### config.mk
export PLATFORM = sky130hd
export DESIGN_NAME = sv39_perm_check
export DESIGN_NICKNAME = d
export VERILOG_FILES = /design/src/rtl/sv39_perm_check.sv
export SDC_FILE = /design/constraint.sdc
export NUM_CORES = 1
export LEC_CHECK = 0
export ABC_CLOCK_PERIOD_IN_PS = 2300
export CAP_MARGIN = 25
export CORE_AREA = 2 2 84 86
export DETAILED_ROUTE_END_ITERATION = 10
export DIE_AREA = 0 0 86 88
export PLACE_DENSITY = 0.68
export SLEW_MARGIN = 0
export SYNTH_ARGS = -nofsm -noshare
export SYNTH_HDL_FRONTEND = slang
export SYNTH_SLANG_ARGS = --single-unit
### constraint.sdc
create_clock -name vclk -period 2.3
set_clock_uncertainty 0.05 [all_clocks]
set_input_delay 0.345 -clock vclk [all_inputs]
set_output_delay 0.345 -clock vclk [all_outputs]
set_load 0.02 [all_outputs]
### src/rtl/sv39_perm_check.sv
module sv39_perm_check #(
  parameter int PA_W    = 64,
  parameter int MODE_W  = 4,
  parameter int CAUSE_W = 5
) (
  input  logic [1:0]         acc_kind,
  input  logic [1:0]         cur_priv,
  input  logic               mprv,
  input  logic [1:0]         mpp,
  input  logic               sum,
  input  logic [MODE_W-1:0]  xlat_mode,
  input  logic               pte_r,
  input  logic               pte_w,
  input  logic               pte_x,
  input  logic               pte_u,
  input  logic [PA_W-1:0]    vaddr,
  input  logic [PA_W-1:0]    xlat_paddr,
  output logic               bypass,
  output logic [PA_W-1:0]    paddr,
  output logic               fault,
  output logic [CAUSE_W-1:0] cause,
  output logic               rewalk
);

  localparam logic [1:0] PRIV_U = 2'd0;
  localparam logic [1:0] PRIV_S = 2'd1;
  localparam logic [1:0] PRIV_M = 2'd3;

  localparam logic [CAUSE_W-1:0] C_NONE   = CAUSE_W'(0);
  localparam logic [CAUSE_W-1:0] C_LD_PG  = CAUSE_W'(13);
  localparam logic [CAUSE_W-1:0] C_ST_PG  = CAUSE_W'(15);
  localparam logic [CAUSE_W-1:0] C_IF_PG  = CAUSE_W'(12);
  localparam logic [CAUSE_W-1:0] C_LD_ACC = CAUSE_W'(5);
  localparam logic [CAUSE_W-1:0] C_ST_ACC = CAUSE_W'(7);
  localparam logic [CAUSE_W-1:0] C_IF_ACC = CAUSE_W'(1);

  logic       is_load, is_store, is_fetch;
  logic [1:0] eff_priv;
  logic       perm_miss, priv_miss, pg_fault, acc_fault;

  assign is_load  = (acc_kind == 2'b00);
  assign is_store = (acc_kind == 2'b01);
  assign is_fetch = acc_kind[1];

  assign eff_priv = (mprv && !is_fetch) ? mpp : cur_priv;

  assign bypass = (eff_priv == PRIV_M) || (xlat_mode == '0);
  assign paddr  = bypass ? vaddr : xlat_paddr;

  assign perm_miss = (is_load && !pte_r) || (is_store && !pte_w) || (is_fetch && !pte_x);
  assign priv_miss = !perm_miss &&
                     (((eff_priv == PRIV_U) && !pte_u) ||
                      ((eff_priv == PRIV_S) && pte_u && !sum));

  assign pg_fault  = !bypass && (perm_miss || priv_miss);
  assign acc_fault = !pg_fault && paddr[PA_W-1];
  assign fault     = pg_fault || acc_fault;
  assign rewalk    = !bypass && is_store && !pte_w;

  always_comb begin
    cause = C_NONE;
    if (pg_fault) begin
      if (is_load)       cause = C_LD_PG;
      else if (is_store) cause = C_ST_PG;
      else               cause = C_IF_PG;
    end else if (acc_fault) begin
      if (is_load)       cause = C_LD_ACC;
      else if (is_store) cause = C_ST_ACC;
      else               cause = C_IF_ACC;
    end
  end

  always_comb begin
    if (fault) AST_CAUSE_SET: assert (cause != C_NONE);
    if (!fault) AST_CAUSE_CLEAR: assert (cause == C_NONE);
    if (bypass) AST_BYPASS_PA: assert (paddr == vaddr);
    if (cur_priv == PRIV_M && is_fetch) AST_FETCH_M_BYPASS: assert (bypass);
    if (rewalk) AST_REWALK_FAULT: assert (fault && cause == C_ST_PG);
    if (!fault) AST_PA_TOP_CLEAR: assert (!paddr[PA_W-1]);
  end

endmodule

# After elaboration in Yosys (flattened, before gate mapping)

Cells that the tools add are included.

Eq/ne operators: 3
Muxes and demuxes: 8
Reductions and logical operators: 30

Operators by type and width:

| cell                                           | number |
|---|---|
| 2-to-1 mux 64 bit                              | 1 |
| logical AND 1 bit                              | 12 |
| zero test 1 bit                                | 9 |
| 2-to-1 mux 3 bit                               | 3 |
| logical OR 1 bit                               | 6 |
| 2-to-1 mux 2 bit                               | 3 |
| 2-to-1 mux 5 bit                               | 1 |
| == test 2 x 1 -> 1 bit (second input constant) | 2 |
| zero test 2 bit                                | 2 |
| zero test 4 bit                                | 1 |
| == test 2 bit (second input constant)          | 1 |

Register bits: 0
Input port bits: 144
Output and inout bits: 72
Logic and storage cells: 41

# Logic depth before layout (Yosys ltp)

Gate-level depths: netlist of the first run.

Depth in word-level cells: 14
Depth in mapped cells: 7

# Worst setup path after synthesis of the first run

OpenSTA, ideal clock, no wires.

Path kind: in2out
From: input port mprv
To: output port cause[0]
Arrival time: 1792 ps
Data required time: 1905 ps
Path slack: 113 ps
Stages: 6
Cell sequence: nor2b_1 mux2i_1 o21ai_2 buf_4 a211o_1 mux2i_1

Cells in the longest elaborated chain, start to end: 13
Elaborated cells between the ends (all ways): 19

Ends and longest elaborated chain:

| item                           | RTL line | RTL |
|---|---|---|
| from (decl)                    | 8        | `input logic mprv,` |
| logical AND 1 bit (*)          | 45       | `assign eff_priv = (mprv && !is_fetch) ? mpp : cur_priv;` |
| 2-to-1 mux 2 bit (*)           | 45       |  |
| == test 2 x 1 -> 1 bit         | 53       | `((eff_priv == PRIV_S) && pte_u && !sum));` |
| logical AND 1 bit (2 in a row) | 53       |  |
| logical OR 1 bit               | 52       | `(((eff_priv == PRIV_U) && !pte_u) \|\|` |
| logical AND 1 bit              | 51       | `assign priv_miss = !perm_miss &&` |
| logical OR 1 bit               | 55       | `assign pg_fault = !bypass && (perm_miss \|\| priv_miss);` |
| logical AND 1 bit              | 55       |  |
| zero test 1 bit                | 56       | `assign acc_fault = !pg_fault && paddr[PA_W-1];` |
| logical AND 1 bit              | 56       |  |
| 2-to-1 mux 3 bit               | 66       | `end else if (acc_fault) begin` |
| 2-to-1 mux 5 bit (*)           | 62       | `if (pg_fault) begin` |
| to (decl)                      | 21       | `output logic [CAUSE_W-1:0] cause,` |

Mark *: on every way between the ends. The rest lies on a longest branch, timed or not.

# Worst setup path in the final report of the first run

From: input port xlat_mode[3]
To: output port cause[0]

Cells in the longest elaborated chain, start to end: 8
Elaborated cells between the ends (all ways): 9

Ends and longest elaborated chain:

| item                 | RTL line | RTL |
|---|---|---|
| from (decl)          | 11       | `input logic [MODE_W-1:0] xlat_mode,` |
| zero test 4 bit (*)  | 47       | `assign bypass = (eff_priv == PRIV_M) \|\| (xlat_mode == '0);` |
| logical OR 1 bit (*) | 47       |  |
| zero test 1 bit      | 55       |  |
| logical AND 1 bit    | 55       |  |
| zero test 1 bit      | 56       |  |
| logical AND 1 bit    | 56       |  |
| 2-to-1 mux 3 bit     | 66       |  |
| 2-to-1 mux 5 bit (*) | 62       |  |

Marks and branches as above.

==> metrics.cfg, run 1 <==
[worst_setup_path]
worstPathRequired_ns=1.90
cp_max_fo=8
crit_type=in -> out
cp_slowest_stage_delay_ns=0.55
arrival_ns=1.96
crit_buf_inv=4
cp_slowest_cell=or4_4
cp_common_cell=buf_12
critical_path.cell_chain=buf_6 > or4_4 > o21ai_4 > buf_12 > buf_12 > mux2i_4 > mux2i_1 > buf_4
cp-start-kind=primary input
end_kind=primary output
cp_top_family=simple AND/OR/NAND/NOR gates

[timing]
rsz0062_at_grt=yes
fin_crit_ns=2.36
max_freq_mhz=424
setup_viol=36
setup-tns-final_ns=-1.33
maxSlewViolCount=0
report.final.hold_viol_count=0
fin_crit_sh=1.03
setup_slack_ns=-0.0591

[place]
place_area_sq_mm=0.00325
dp_hpwl_microns=5060
place_congestion=0.740
placement.io_buffers=215

[pwr]
seqPwrFrac=0
swShare=0.376
peakVddDrop_mv=0.148
finalPower_uw=1050
switching_power_uw=397
power_density_mw_per_mm2=293
pwr-share-clk=0
comb_power_share=1.000
p_int_uw=658
leakagePower_uw=0.00161

[finish]
seq_cells=0
final_util=0.541
final_common_cell=clkdlybuf4s50_1
clkbuf_count=0
layout_common_cells=131 x clkdlybuf4s50_1, 54 x buf_6, 44 x mux2_4
area_growth_pct=293
ff_latch_area_sq_um=0
fin_nets=463
drive_gt1_frac=0.517
stdcell_area_sq_mm=0.00360
num_antenna_cells=0

[global_route]
grt_pass1_wl_microns=8830
grt_use_total=0.145
grt-ovfl-total=0
grt_antenna_before_repair=0
grt_pass1_vias=1764
grt_max_degree=16

[job]
maxCapViolCount=0

[outcome]
violations=negative setup slack
outcome=finished with violations

[clock_network]
ctsHoldBuffers=0

[floorplanning]
die_h_microns=88
initial_core_util=0.138
floorplan.rows=30
ioPinCount=216
dieArea_sq_mm=0.00757
core-area_sq_mm=0.00664
die_w_microns=86

[hold_path]
hold_path_depth=4
min_path_type=in -> out
hold_start=acc_kind[1]
min_to=cause[2]

[route]
drt-total-wl_microns=6560
vias_per_cell=4.27
drt_iter0_markers=16
route.detailed.drc=0
avgRoutedWirePerCell_microns=16.5
num_vias=1697
drtAntennaViolNets=0
firstDrtPassIters=4

[logic_synthesis]
synthTopCellsByArea=mux2_2 79%, mux2i_1 5.5%, buf_4 4.9%
yosysWarnings=0
syn_area_per_cell_sq_um=9.74
yosysTopAreaCell=mux2_2
syn_area_sq_um=916
synth_seq_area_share=0
synth_cell_types=16
syn_inst=94
syn_nets=238
yosys.area.top_type_share=0.787

## cell usage after synthesis
cell type and number:
nor2_1 1, o21ai_2 1, nand2_1 1, buf_2 3
a211o_1 1, or4_1 1, a21oi_1 2, nor2b_1 1
mux2_2 64, mux2i_1 5, conb_1 1, nor3_1 2
buf_4 6, nand2b_1 1, o21ai_1 1, inv_1 3
## layout make-up
cell class,count,area (sq um)
inverters,3,11.3
multi-input cells,82,1060
repair buffers,232,2430
well taps,80,100
fillers,603,3050
## worst max path at each step
stage / start / to / slack [ns] / depth (start not counted)
final: xlat_mode[3] / cause[0] / -0.06 / 8
after global placement: mprv / cause[0] / -0.84 / 8
after detailed placement: mprv / cause[0] / -0.91 / 8
after global routing: xlat_mode[3] / cause[0] / -0.09 / 8
after CTS: xlat_mode[1] / paddr[38] / -0.07 / 8
after floorplan: mprv / cause[0] / 0.11 / 6
## cell families (layout without fill, tap and decap cells)
| family | after synthesis | in the layout | share of synthesized area |
|---|---|---|---|
| AOI/OAI and AO/OA | 5 | 5 | 0.0355 |
| buffers and inverters | 12 | 235 | 0.0779 |
| muxes | 69 | 69 | 0.842 |
| other | 1 | 1 | 0.00409 |
| and+or+nand+nor | 7 | 7 | 0.0410 |
## tightest hold or removal path, stage by stage
cell and delay [ns]:
buf_8 0.08, buf_4 0.12, o21ai_1 0.05, buf_4 0.15
## power groups by stage
| stage | combinational (uW) | sequential, uW | clock [uW] |
|---|---|---|---|
| 2_1_floorplan | 378 | 0 | 0 |
| 4_1_cts | 970 | 0 | 0 |
| 3_5_place_dp | 917 | 0 | 0 |
| 6_report | 1050 | 0 | 0 |
| 3_3_place_gp | 911 | 0 | 0 |
| 5_1_grt | 1100 | 0 | 0 |
## metal layers
layer	global-route usage	share of wire
met1	0.159	0.35
met2	0.288	0.53
met3	0.0452	0.12
met4	0.00289	0.0020
met5	0	0
## through the flow
stage | hold WS [ns] | setup WS [ns] | cells
3_3_place_gp | 1.69 | -0.845 | 388
3_5_place_dp | 1.69 | -0.910 | 388
5_1_grt | 1.06 | -0.0923 | 397
6_report | 1.04 | -0.0591 | 397
4_1_cts | 1.05 | -0.0674 | 396
2_1_floorplan | 0.729 | 0.113 | 94
## repair_timing
item | CTS | global route
pin swaps | 4 | 3
setup endpoints to repair | 71 | 61
endpoints found under the hold margin | 0 | 0
setup buffers | 5 | 0
resized for setup | 406 | 66
gates cloned | 3 | 2
No activity file was read; power rests on OpenSTA's default activity.
==> inputs of run 2 (changes only) <==
--- a/config.mk
+++ b/config.mk
@@ -15,3 +15,4 @@
 export SYNTH_ARGS = -nofsm -noshare
 export SYNTH_HDL_FRONTEND = slang
 export SYNTH_SLANG_ARGS = --single-unit
+export TNS_END_PERCENT = 20
==> run 2 against run 1 <==
Net effect:
- the run still ends with negative setup slack left
- fmax decreased by 0.34%
- cell count unchanged
- via count rose by 0.47%
- flip-flop and latch count did not move
- core utilization decreased by 1.0 points
- design area is 1.9% lower
- critical path type unchanged
==> metrics.cfg, run 2 (synthesized netlist as in run 1, its figures left out) <==
[pwr]
peakVddDrop_mv=0.138  ; -6.8%
power_density_mw_per_mm2=291  ; -0.77%
leakagePower_uw=0.00157  ; -2.2%

[job]
maxCapViolCount=0  ; unchanged

[floorplanning]
dieArea_sq_mm=0.00757  ; unchanged
core-area_sq_mm=0.00664  ; unchanged
die_w_microns=86  ; unchanged
die_h_microns=88  ; unchanged
initial_core_util=0.138  ; unchanged
floorplan.rows=30  ; unchanged
ioPinCount=216  ; unchanged

[worst_setup_path]
cp_max_fo=8  ; unchanged
critical_path.cell_chain=buf_6 > or4_4 > o21ai_4 > buf_12 > buf_12 > buf_12 > mux2_2 > buf_2
worstPathRequired_ns=1.90  ; about the same
cp_slowest_cell=or4_4
cp-start-kind=primary input
cp_slowest_stage_delay_ns=0.55  ; about the same
end_kind=primary output
arrival_ns=1.97  ; about the same
cp_top_family=buffers and inverters
crit_type=in -> out
cp_common_cell=buf_12
crit_buf_inv=5  ; +1

[finish]
seq_cells=0  ; unchanged
multi_input_area_sq_mm=0.00104  ; -1.8%
fin_nets=463  ; unchanged
drive_gt1_frac=0.517  ; unchanged
num_antenna_cells=0  ; unchanged
area_growth_pct=285
final_common_cell=clkdlybuf4s50_1
ff_latch_area_sq_um=0  ; unchanged
clkbuf_count=0  ; unchanged
stdcell_area_sq_mm=0.00353  ; -1.9%
fill_cells=618  ; +2.5%
layout_common_cells=131 x clkdlybuf4s50_1, 46 x buf_6, 39 x mux2_4

[place]
place_area_sq_mm=0.00325  ; unchanged
placement.io_buffers=215  ; unchanged
post-place-ws_ns=-0.910  ; unchanged
place_congestion=0.740  ; unchanged
dp_hpwl_microns=5060  ; unchanged

[global_route]
grt_pass1_wl_microns=8610  ; -2.4%
grt_antenna_before_repair=0  ; unchanged
grt_use_total=0.141  ; -0.00371
grt_pass1_vias=1721  ; -2.4%
grt_max_degree=16  ; unchanged
grt-ovfl-total=0  ; unchanged

[outcome]
outcome=finished with violations
violations=negative setup slack

[clock_network]
ctsHoldBuffers=0  ; unchanged

[timing]
fin_crit_sh=1.03  ; +0.00346
setup-tns-final_ns=-1.31  ; +0.0220 ns
max_freq_mhz=422  ; -0.34%
fin_crit_ns=2.37  ; +0.00796 ns
report.final.hold_viol_count=0  ; unchanged
maxSlewViolCount=0  ; unchanged
setup_slack_ns=-0.0671  ; -0.00795 ns
setup_viol=35  ; -2.8%
rsz0062_at_grt=yes

[route]
vias_per_cell=4.29  ; +0.47%
drt-total-wl_microns=6460  ; -1.5%
drt_iter0_markers=12  ; -4
route.detailed.drc=0  ; unchanged
drtAntennaViolNets=0  ; unchanged
num_vias=1705  ; +0.47%
firstDrtPassIters=4  ; unchanged
avgRoutedWirePerCell_microns=16.3  ; -1.5%

[hold_path]
min_path_type=in -> out

==> run 2: final timing paths <==
kind	startpoint	endpoint	slack, ns	cells after the start
worst max-delay path	xlat_mode[3]	paddr[25]	-0.07	8
worst min-delay path	acc_kind[1]	cause[2]	1.05	4
==> run 2: tightest hold or removal path, delay by kind of cell <==
kind / cells / cell delay [ns]
AO/OA/AOI/OAI: 1 / 0.06
buffers and inverters: 3 / 0.35
==> run 2: final cells by class <==
type | instances | share of cell area
repair buffers | 232 | 0.674
inverters | 3 | 0.00319
well taps | 80 | 0.0284
multi-input cells | 82 | 0.294
==> run 2: what timing repair did <==
| action | 4_1_cts | 5_1_grt |
|---|---|---|
| gates resized for setup | 376 | 75 |
| endpoints found under the setup margin | 71 | 61 |
| hold endpoints to repair | 0 | 0 |
| pin swaps | 4 | 2 |
| cloned | 3 | 2 |
| buffers inserted | 5 | 0 |
==> run 2: stage by stage <==
stage               total power [uW]  hold WS, ns  std cells   util
floorplan                        378        0.729         94      -
detailed placement               917         1.69        388  0.489
global placement                 911         1.69        388  0.489
finish                          1030         1.05        397  0.531
CTS                              931         1.05        396  0.489
global route                    1080         1.07        397  0.531
==> run 2: metal layers <==
metal,routed length (microns),GRT usage,vias to the layer above
li1,-,-,796
met1,2230,0.154,771
met2,3420,0.279,136
met3,798,0.0462,2
met4,13,0.00289,0
met5,0,0,-
==> run 2: power by group <==
part	internal [uW]	leakage [uW]	switching [uW]
registers	0	0	0
logic	637	0.00157	390
clock network	0	0	0
==> inputs of run 3 (changes only) <==
--- a/config.mk
+++ b/config.mk
@@ -11,6 +11,7 @@
 export DETAILED_ROUTE_END_ITERATION = 10
 export DIE_AREA = 0 0 86 88
 export PLACE_DENSITY = 0.68
+export RECOVER_POWER = 100
 export SLEW_MARGIN = 0
 export SYNTH_ARGS = -nofsm -noshare
 export SYNTH_HDL_FRONTEND = slang
==> results of run 3 <==
Final layout, timing and power as in run 2 (identical DEF).
